$ cat config.mk
export PLATFORM = sky130hd
export DESIGN_NAME = kbc_host_mailbox
export DESIGN_NICKNAME = d
export VERILOG_FILES = /design/src/rtl/kbc_pkg.sv /design/src/rtl/kbc_mode_fsm.sv /design/src/rtl/kbc_port_reg.sv /design/src/rtl/kbc_mailbox_regs.sv /design/src/rtl/kbc_host_mailbox.sv
export SDC_FILE = /design/constraint.sdc
export NUM_CORES = 1
export LEC_CHECK = 0
export BUFFER_PORTS_ARGS = -buffer_cell sky130_fd_sc_hd__buf_2
export CELL_PAD_IN_SITES_DETAIL_PLACEMENT = 0
export CELL_PAD_IN_SITES_GLOBAL_PLACEMENT = 1
export CORE_ASPECT_RATIO = 0.5
export CORE_MARGIN = 1
export CORE_UTILIZATION = 35
export DETAILED_ROUTE_END_ITERATION = 8
export PLACE_DENSITY_LB_ADDON = 0.1
export SLEW_MARGIN = 5
export SYNTH_ARGS = -nofsm -noshare
export SYNTH_HDL_FRONTEND = slang
export SYNTH_SLANG_ARGS = --single-unit
$ cat constraint.sdc
create_clock -name clk -period 0.9 [get_ports clk]
set_input_delay 0 -clock clk [delete_from_list [all_inputs] [get_ports clk]]
set_output_delay 0 -clock clk [all_outputs]
set_load 0.02 [all_outputs]
$ cat src/rtl/kbc_pkg.sv
package kbc_pkg;
    // Port-register bit routing
    localparam int P_A20_BIT   = 1;
    localparam int P_KBD_BIT   = 4;
    localparam int P_MOUSE_BIT = 5;

    // Status byte layout
    localparam int ST_OBF_BIT = 0;
    localparam int ST_IBF_BIT = 1;
    localparam int ST_CMD_BIT = 3;

    typedef enum logic {
        MODE_DIRECT = 1'b0,
        MODE_FLAGS  = 1'b1
    } irq_mode_e;

    typedef enum logic {
        BUF_EMPTY = 1'b0,
        BUF_FULL  = 1'b1
    } buf_state_e;
endpackage

$ cat src/rtl/kbc_mode_fsm.sv
module kbc_mode_fsm
    import kbc_pkg::*;
(
    input  logic clk,
    input  logic rst_n,
    input  logic en_flags,
    output logic flags_mode
);
    irq_mode_e mode_q, mode_d;

    always_ff @(posedge clk or negedge rst_n) begin
        if (!rst_n) mode_q <= MODE_DIRECT;
        else        mode_q <= mode_d;
    end

    always_comb begin
        mode_d = mode_q;
        unique case (mode_q)
            MODE_DIRECT: if (en_flags) mode_d = MODE_FLAGS;  // DIRECT_TO_FLAGS
            MODE_FLAGS:  mode_d = MODE_FLAGS;                // FLAGS_HOLD
            default:     mode_d = MODE_DIRECT;
        endcase
    end

    assign flags_mode = (mode_q == MODE_FLAGS);

    p_enter_flags_r9: assert property (@(posedge clk) disable iff (!rst_n)
        en_flags |=> flags_mode);
    p_flags_sticky_r9: assert property (@(posedge clk) disable iff (!rst_n)
        flags_mode |=> flags_mode);
endmodule

$ cat src/rtl/kbc_port_reg.sv
module kbc_port_reg #(
    parameter int              DW      = 8,
    parameter logic [DW-1:0]   RST_VAL = '0
) (
    input  logic          clk,
    input  logic          rst_n,
    input  logic          wr,
    input  logic [DW-1:0] wdata,
    output logic [DW-1:0] port_q
);
    always_ff @(posedge clk or negedge rst_n) begin
        if (!rst_n)  port_q <= RST_VAL;
        else if (wr) port_q <= wdata;
    end

    p_port_load_r11: assert property (@(posedge clk) disable iff (!rst_n)
        wr |=> port_q == $past(wdata));
endmodule

$ cat src/rtl/kbc_mailbox_regs.sv
module kbc_mailbox_regs
    import kbc_pkg::*;
#(
    parameter int DW = 8
) (
    input  logic          clk,
    input  logic          rst_n,
    input  logic          host_wr,
    input  logic          host_rd,
    input  logic          host_a2,
    input  logic [DW-1:0] host_wdata,
    input  logic          cpu_obuf_wr,
    input  logic [DW-1:0] cpu_wdata,
    input  logic          cpu_ibuf_rd,
    output logic          obf,
    output logic          ibf,
    output logic          cmd,
    output logic [DW-1:0] ibuf_q,
    output logic [DW-1:0] obuf_q
);
    buf_state_e ob_q, ob_d, ib_q, ib_d;
    logic       host_data_rd;

    assign host_data_rd = host_rd && !host_a2;

    always_ff @(posedge clk or negedge rst_n) begin
        if (!rst_n) begin
            ob_q <= BUF_EMPTY;
            ib_q <= BUF_EMPTY;
        end else begin
            ob_q <= ob_d;
            ib_q <= ib_d;
        end
    end

    // Outbound buffer: controller fills, host data read drains; fill wins
    always_comb begin
        ob_d = ob_q;
        unique case (ob_q)
            BUF_EMPTY: if (cpu_obuf_wr) ob_d = BUF_FULL;        // FILL
            BUF_FULL:  if (cpu_obuf_wr) ob_d = BUF_FULL;        // REFILL
                       else if (host_data_rd) ob_d = BUF_EMPTY; // DRAIN
            default:   ob_d = BUF_EMPTY;
        endcase
    end

    // Inbound buffer: host fills, controller read drains; fill wins
    always_comb begin
        ib_d = ib_q;
        unique case (ib_q)
            BUF_EMPTY: if (host_wr) ib_d = BUF_FULL;            // FILL
            BUF_FULL:  if (host_wr) ib_d = BUF_FULL;            // REFILL
                       else if (cpu_ibuf_rd) ib_d = BUF_EMPTY;  // DRAIN
            default:   ib_d = BUF_EMPTY;
        endcase
    end

    always_ff @(posedge clk or negedge rst_n) begin
        if (!rst_n) begin
            obuf_q <= '0;
            ibuf_q <= '0;
            cmd    <= 1'b0;
        end else begin
            if (cpu_obuf_wr) obuf_q <= cpu_wdata;
            if (host_wr) begin
                ibuf_q <= host_wdata;
                cmd    <= host_a2;
            end
        end
    end

    assign obf = (ob_q == BUF_FULL);
    assign ibf = (ib_q == BUF_FULL);

    p_obf_set_r2: assert property (@(posedge clk) disable iff (!rst_n)
        cpu_obuf_wr |=> obf && obuf_q == $past(cpu_wdata));
    p_obf_clear_r3: assert property (@(posedge clk) disable iff (!rst_n)
        host_data_rd && !cpu_obuf_wr |=> !obf);
    p_ibf_set_r4: assert property (@(posedge clk) disable iff (!rst_n)
        host_wr |=> ibf && cmd == $past(host_a2));
    p_ibf_clear_r5: assert property (@(posedge clk) disable iff (!rst_n)
        cpu_ibuf_rd && !host_wr |=> !ibf);
    p_status_read_r6: assert property (@(posedge clk) disable iff (!rst_n)
        host_rd && host_a2 && !host_wr && !cpu_obuf_wr && !cpu_ibuf_rd
        |=> $stable(obf) && $stable(ibf) && $stable(cmd));
endmodule

$ cat src/rtl/kbc_host_mailbox.sv
module kbc_host_mailbox
    import kbc_pkg::*;
#(
    parameter int            DW       = 8,
    parameter logic [DW-1:0] PORT_RST = '0
) (
    input  logic          clk,
    input  logic          rst_n,
    input  logic          host_wr,
    input  logic          host_rd,
    input  logic          host_a2,
    input  logic [DW-1:0] host_wdata,
    output logic [DW-1:0] host_rdata,
    input  logic          cpu_obuf_wr,
    input  logic          cpu_port_wr,
    input  logic [DW-1:0] cpu_wdata,
    input  logic          cpu_ibuf_rd,
    input  logic          cpu_en_flags,
    output logic [DW-1:0] cpu_ibuf_data,
    output logic [DW-1:0] cpu_status,
    output logic          kbd_irq,
    output logic          mouse_irq,
    output logic          gate_a20
);
    logic          obf, ibf, cmd, flags_mode;
    logic [DW-1:0] obuf_q, port_q, status;

    kbc_mailbox_regs #(.DW(DW)) u_regs (
        .clk         (clk),
        .rst_n       (rst_n),
        .host_wr     (host_wr),
        .host_rd     (host_rd),
        .host_a2     (host_a2),
        .host_wdata  (host_wdata),
        .cpu_obuf_wr (cpu_obuf_wr),
        .cpu_wdata   (cpu_wdata),
        .cpu_ibuf_rd (cpu_ibuf_rd),
        .obf         (obf),
        .ibf         (ibf),
        .cmd         (cmd),
        .ibuf_q      (cpu_ibuf_data),
        .obuf_q      (obuf_q)
    );

    kbc_port_reg #(.DW(DW), .RST_VAL(PORT_RST)) u_port (
        .clk    (clk),
        .rst_n  (rst_n),
        .wr     (cpu_port_wr),
        .wdata  (cpu_wdata),
        .port_q (port_q)
    );

    kbc_mode_fsm u_mode (
        .clk        (clk),
        .rst_n      (rst_n),
        .en_flags   (cpu_en_flags),
        .flags_mode (flags_mode)
    );

    always_comb begin
        status             = '0;
        status[ST_OBF_BIT] = obf;
        status[ST_IBF_BIT] = ibf;
        status[ST_CMD_BIT] = cmd;
    end

    assign cpu_status = status;
    assign host_rdata = host_a2 ? status : obuf_q;

    // Interrupt steering: direct port bits, or flags gated by port bits
    always_comb begin
        if (flags_mode) begin
            kbd_irq   = port_q[P_KBD_BIT]   & obf;
            mouse_irq = port_q[P_MOUSE_BIT] & ~ibf;
        end else begin
            kbd_irq   = port_q[P_KBD_BIT];
            mouse_irq = port_q[P_MOUSE_BIT];
        end
    end

    assign gate_a20 = port_q[P_A20_BIT];

    p_direct_irq_r7: assert property (@(posedge clk) disable iff (!rst_n)
        !flags_mode |-> kbd_irq == port_q[P_KBD_BIT] && mouse_irq == port_q[P_MOUSE_BIT]);
    p_flags_kbd_r8: assert property (@(posedge clk) disable iff (!rst_n)
        flags_mode && !obf |-> !kbd_irq);
    p_flags_mouse_r8: assert property (@(posedge clk) disable iff (!rst_n)
        flags_mode && ibf |-> !mouse_irq);
    p_a20_follow_r10: assert property (@(posedge clk) disable iff (!rst_n)
        cpu_port_wr |=> gate_a20 == $past(cpu_wdata[P_A20_BIT]));
endmodule

=== Word level (Yosys, flattened, before mapping) ===
Cells that the tools add are included.

* Bits in registers: 26
* Latch bits: 0
* Memory bits (writable): 0
* Bits in read-only memories: 0
* Input port bits: 25
* Logic and storage cells: 27
* Memories kept: 0

* Add/sub/neg operators: 0
* Multipliers: 0
* Divide/modulo/power cells: 0
* Order comparisons: 0
* Equality and inequality tests: 0
* Shift operators: 0
* Muxes and demuxes: 13
* Bitwise operators: 5
* Reduce and logical (&&, ||, !) cells: 2

{| class="wikitable"
|+ Operators with widths
! kind !! count
|-
| $mux 1 || 9
|-
| $mux 8 || 1
|-
| $pmux 1 s2 || 3
|-
| $not 1->1 || 3
|-
| $and 1x1->1 || 2
|-
| $logic_and 1x1->1 || 1
|-
| $logic_not 1->1 || 1
|}

=== Depth between registers and ports, before layout ===
* Word-level depth: 5
* Gate-level depth with buffers: 3
* Gate-level depth less buffers: 2

=== Hierarchy ===
Synthesis repeated with hierarchy kept, for this count alone.

* Cell total of the unflattened synthesis: 81
* Area, all modules: 1,302.5 sq um

{| class="wikitable"
|+ Modules (own cells, without submodules)
! module !! instances !! cells an instance !! area an instance (sq um) !! seq. area each (sq um)
|-
| kbc_mailbox_regs || 1 || 42 || 779.5 || 475.5
|-
| kbc_port_reg || 1 || 17 || 331.6 || 200.2
|-
| kbc_host_mailbox || 1 || 20 || 160.2 || 0.0
|-
| kbc_mode_fsm || 1 || 2 || 31.3 || 25.0
|}

=== Worst setup path before layout ===
OpenSTA, ideal clock, no wires.

* Path type: reg-to-output
* From: register u_regs.ob_q (netlist: u_regs.obf)
* To: output port kbd_irq
* Arrival: 904 ps
* Required time: 900 ps
* Setup slack: -4 ps
* Stages on the path, launching flop included: 3
* Buffers on the path: 0
* Cells stage by stage: dfrtp_1 -> inv_1 -> a21boi_0

* Cells in the longest elaborated chain, start to end: 2

{| class="wikitable"
|+ RTL lines
! what !! line !! text
|-
| start, declared || kbc_mailbox_regs.sv:21 || <nowiki>buf_state_e ob_q, ob_d, ib_q, ib_d;</nowiki>
|-
| start signal, assigned || kbc_mailbox_regs.sv:28 || <nowiki>ob_q <= BUF_EMPTY;</nowiki>
|-
| start signal, assigned || kbc_mailbox_regs.sv:31 || <nowiki>ob_q <= ob_d;</nowiki>
|-
| $and 1x1->1 || kbc_host_mailbox.sv:73 || <nowiki>kbd_irq = port_q[P_KBD_BIT] & obf;</nowiki>
|-
| $mux 1 || kbc_host_mailbox.sv:72 || <nowiki>if (flags_mode) begin</nowiki>
|-
| end, declared || kbc_host_mailbox.sv:21 || <nowiki>output logic kbd_irq,</nowiki>
|}

Every way passes these cells.

=== Worst setup path after layout ===
* From: register u_regs.ib_q (netlist: u_regs.ibf)
* To: output port host_rdata[1]

* Cells in the longest elaborated chain, start to end: 1

{| class="wikitable"
|+ RTL lines
! what !! line !! text
|-
| start, declared || kbc_mailbox_regs.sv:21 ||
|-
| start signal, assigned || kbc_mailbox_regs.sv:32 || <nowiki>ib_q <= ib_d;</nowiki>
|-
| $mux 8 || kbc_host_mailbox.sv:68 || <nowiki>assign host_rdata = host_a2 ? status : obuf_q;</nowiki>
|-
| end, declared || kbc_host_mailbox.sv:13 || <nowiki>output logic [DW-1:0] host_rdata,</nowiki>
|}

Every way passes these cells.

==> flow_summary_export.csv <==
group,metric,value,unit
critical_path,critPathMaxStageDelay,0.41,ns
global_routing,first_global_vias,788,
cells_and_area,layout_common_cells,"buf_2 (35), dfrtp_1 (23), mux2_4 (20), dlygate4sd3_1 (18)",
logic_synthesis,yosys_warnings,0,
route,drc,0,
sta,finalClockSkew,0,ns
sta,fmax,933.9,MHz
logic_synthesis,synthCells,71,
floorplan,dieArea,0.003362,mm²
critical_path,r2r_slack,0.01,ns
critical_path,path_cells,"mux2_4, buf_6",
global_routing,grt_pass1_wl,3691,µm
pwr,p_seq_frac,0.470,
clocking,cts_max_path_buffers,2,
clocking,cts_buffers,3,
hold_path,hp-class,"input pin to register",
placed_design,io_buffers,46,
route,top_layer,"met4",
clocking,clock-root-buffer,"clkbuf_8",
cells_and_area,area_delta_synth_final,49.14,%
logic_synthesis,ys_seq_area_frac,0.5269,
critical_path,critPathSlowestCell,"dfrtp_1",
route,ant_nets,0,
cells_and_area,layout-drive-gt1-share,0.5827,
sta,layout_setup_ws,-0.1708,ns
placed_design,routabilityCongestion,0.6689,
floorplan,start_util,0.3950,
pwr,p_sw_frac,0.2673,
cells_and_area,nFillCells,223,
floorplan,rows,13,
critical_path,critPathTopFamily,"flip-flops",
route,wl_per_cell,12.82,µm
placed_design,placed_area,0.001290,mm²
global_routing,grt-ovfl-total,0,
logic_synthesis,synth_area,0.001092,mm²
pwr,comb_power_share,0.278,
pwr,power_density,1545,mW/mm²
logic_synthesis,yosys.area.top_type,"dfrtp_1",
status,violations,"setup timing",
clocking,cts_sinks,23,
status,status,"finished, violations left",
pwr,leakagePower,0.8390,nW
route,met1Wirelength,910,µm
logic_synthesis,ys_ff_latch,23,
route,wirelength,2256,µm
placed_design,place_ws,0.09693,ns
logic_synthesis,syn_area_per_cell,15.38,µm²
global_routing,track_usage,0.1522,
logic_synthesis,ys_types,14,
critical_path,startpoint_type,"register",
route,drt_iter0_drc,11,
job,cap_viol_max_count,0,
pwr,switching_power,0.0006727,W
floorplan,io_pins,52,
route,firstDrtPassIters,2,
logic_synthesis,synthTopCellsByArea,"dfrtp_1 (53%), mux2_4 (27%), buf_4 (5.5%)",
global_routing,antenna_found_initial,0,
clocking,clk_latency,0.26,ns
critical_path,cp_max_fo,3,
clocking,cts_max_level,1,
route,routed_via_density,4.392,
critical_path,end_kind,"output port",
route,dr_total_vias,773,
critical_path,cp.arrival,1.07,ns
sta,rsz0062_at_grt,"true",
clocking,cts_tree,"built",
sta,period_share,1.190,
sta,slew-limit-headroom,0.6631,
cells_and_area,final_common_cell,"buf_2",
logic_synthesis,synth_top_area_share,0.5269,
sta,hold_viol,0,
placed_design,hpwlAfterDp,1544,µm
cells_and_area,antennaDiodeCount,0,
pwr,clock_power_share,0.252,
pwr,p_int,0.001844,W
sta,period_minus_slack,1.071,ns
route,met3_length,145,µm
critical_path,cp_num_buf_inv,1,
floorplan,fp.dieH,41.50,µm
sta,finalSetupViolCount,12,
cells_and_area,nNetsFinal,165,
route,wl_met2,1191,µm
sta,tightestPinTransition,0.5054,ns
sta,maxSlewViolCount,0,
clocking,path_clk_slew,0.08,ns
pwr,report.power.total,0.002516,W
critical_path,critPathKind,"register to output port",
cells_and_area,final_area,0.001629,mm²
floorplan,die_w,81.01,µm
floorplan,coreArea,0.002765,mm²
pwr,ir_drop,0.7155,mV
global_routing,grt_max_degree,24,
critical_path,cp.required,0.90,ns
-- cells in the mapped netlist --
| cell type | instances |
|---|---|
| mux2_2 | 3 |
| nand2b_1 | 1 |
| mux2_4 | 20 |
| inv_1 | 2 |
| a21boi_0 | 2 |
| nor2b_1 | 3 |
| conb_1 | 1 |
| dfrtp_1 | 23 |
| or2_2 | 1 |
| buf_6 | 3 |
| buf_4 | 8 |
| a21o_2 | 1 |
| and2b_1 | 2 |
| a21o_1 | 1 |
-- tightest hold or removal path, cell delays in order --
cell    delay (ns)
buf_2         0.10
inv_1         0.04
a21o_2        0.10
-- logic make-up after synthesis --
group / share of synthesized area
multiplexers: 0.3058
AND/OR/NAND/NOR: 0.04239
other: 0.003433
AO/OA/AOI/OAI: 0.02864
flip-flops: 0.5269
buffers and inverters: 0.09279
-- area by class of cell --
type	count	area (µm²)	area share
Multi-Input combinational cell	39	430.4	0.2642
Timing Repair Buffer	71	524.3	0.3218
Inverter	2	7.507	0.004608
Tap cell	37	46.29	0.02842
Clock buffer	4	45.04	0.02765
Sequential cell	23	575.6	0.3533
-- path summary, 6_finish.rpt --
check	to	startpoint	depth (start not counted)
min in group asynchronous	u_regs.ibuf_q[5]	rst_n	2
max in group asynchronous	u_regs.obuf_q[6]	rst_n	2
min reg2reg	u_port.port_q[4]	u_port.port_q[4]	1
min	u_regs.ibf	cpu_ibuf_rd	3
max reg2reg	u_regs.cmd	u_regs.cmd	2
max	host_rdata[1]	u_regs.ibf	2
-- power by group through the flow --
stage	logic [W]	registers (W)	clock network, W
after global placement	0.000532	0.00119	0
final	0.000700	0.00118	0.000634
after floorplan	0.000349	0.00124	0
after global routing	0.000746	0.00120	0.000733
after CTS	0.000700	0.00118	0.000663
after detailed placement	0.000544	0.00120	0
-- repair_timing --
action	CTS	global route
hold endpoints to repair	42	0
cloned	0	0
pin swaps	2	1
buffers inserted	6	3
hold buffers	18	0
resized for setup	20	2
endpoints found under the setup margin	10	13
-- metal layers --
| layer | global-route usage | up-vias |
|---|---|---|
| met3 | 0.05495 | 3 |
| met4 | 0.06429 | 0 |
| met1 | 0.1613 | 376 |
| met5 | 0 | - |
| li1 | - | 358 |
| met2 | 0.2723 | 36 |
-- state kept, by name, summed over array words and instances (netlist names) --
name / flops
u_regs.ibuf_q: 8
u_port.port_q: 3
u_mode.flags_mode: 1
u_regs.cmd: 1
u_regs.obf: 1
u_regs.obuf_q: 8
u_regs.ibf: 1
-- stage by stage --
step	utilization	hold slack (ns)	setup TNS [ns]	std cells
finish	0.5891	0.005242	-0.8061	176
global route	0.5891	0.008350	-1.369	176
CTS	0.5864	0.002765	-0.9171	175
global placement	0.4665	-0.01784	0	147
floorplan	-	-0.2956	0	75
detailed placement	0.4665	0.005347	0	147
(Power assumes the default switching activity.)
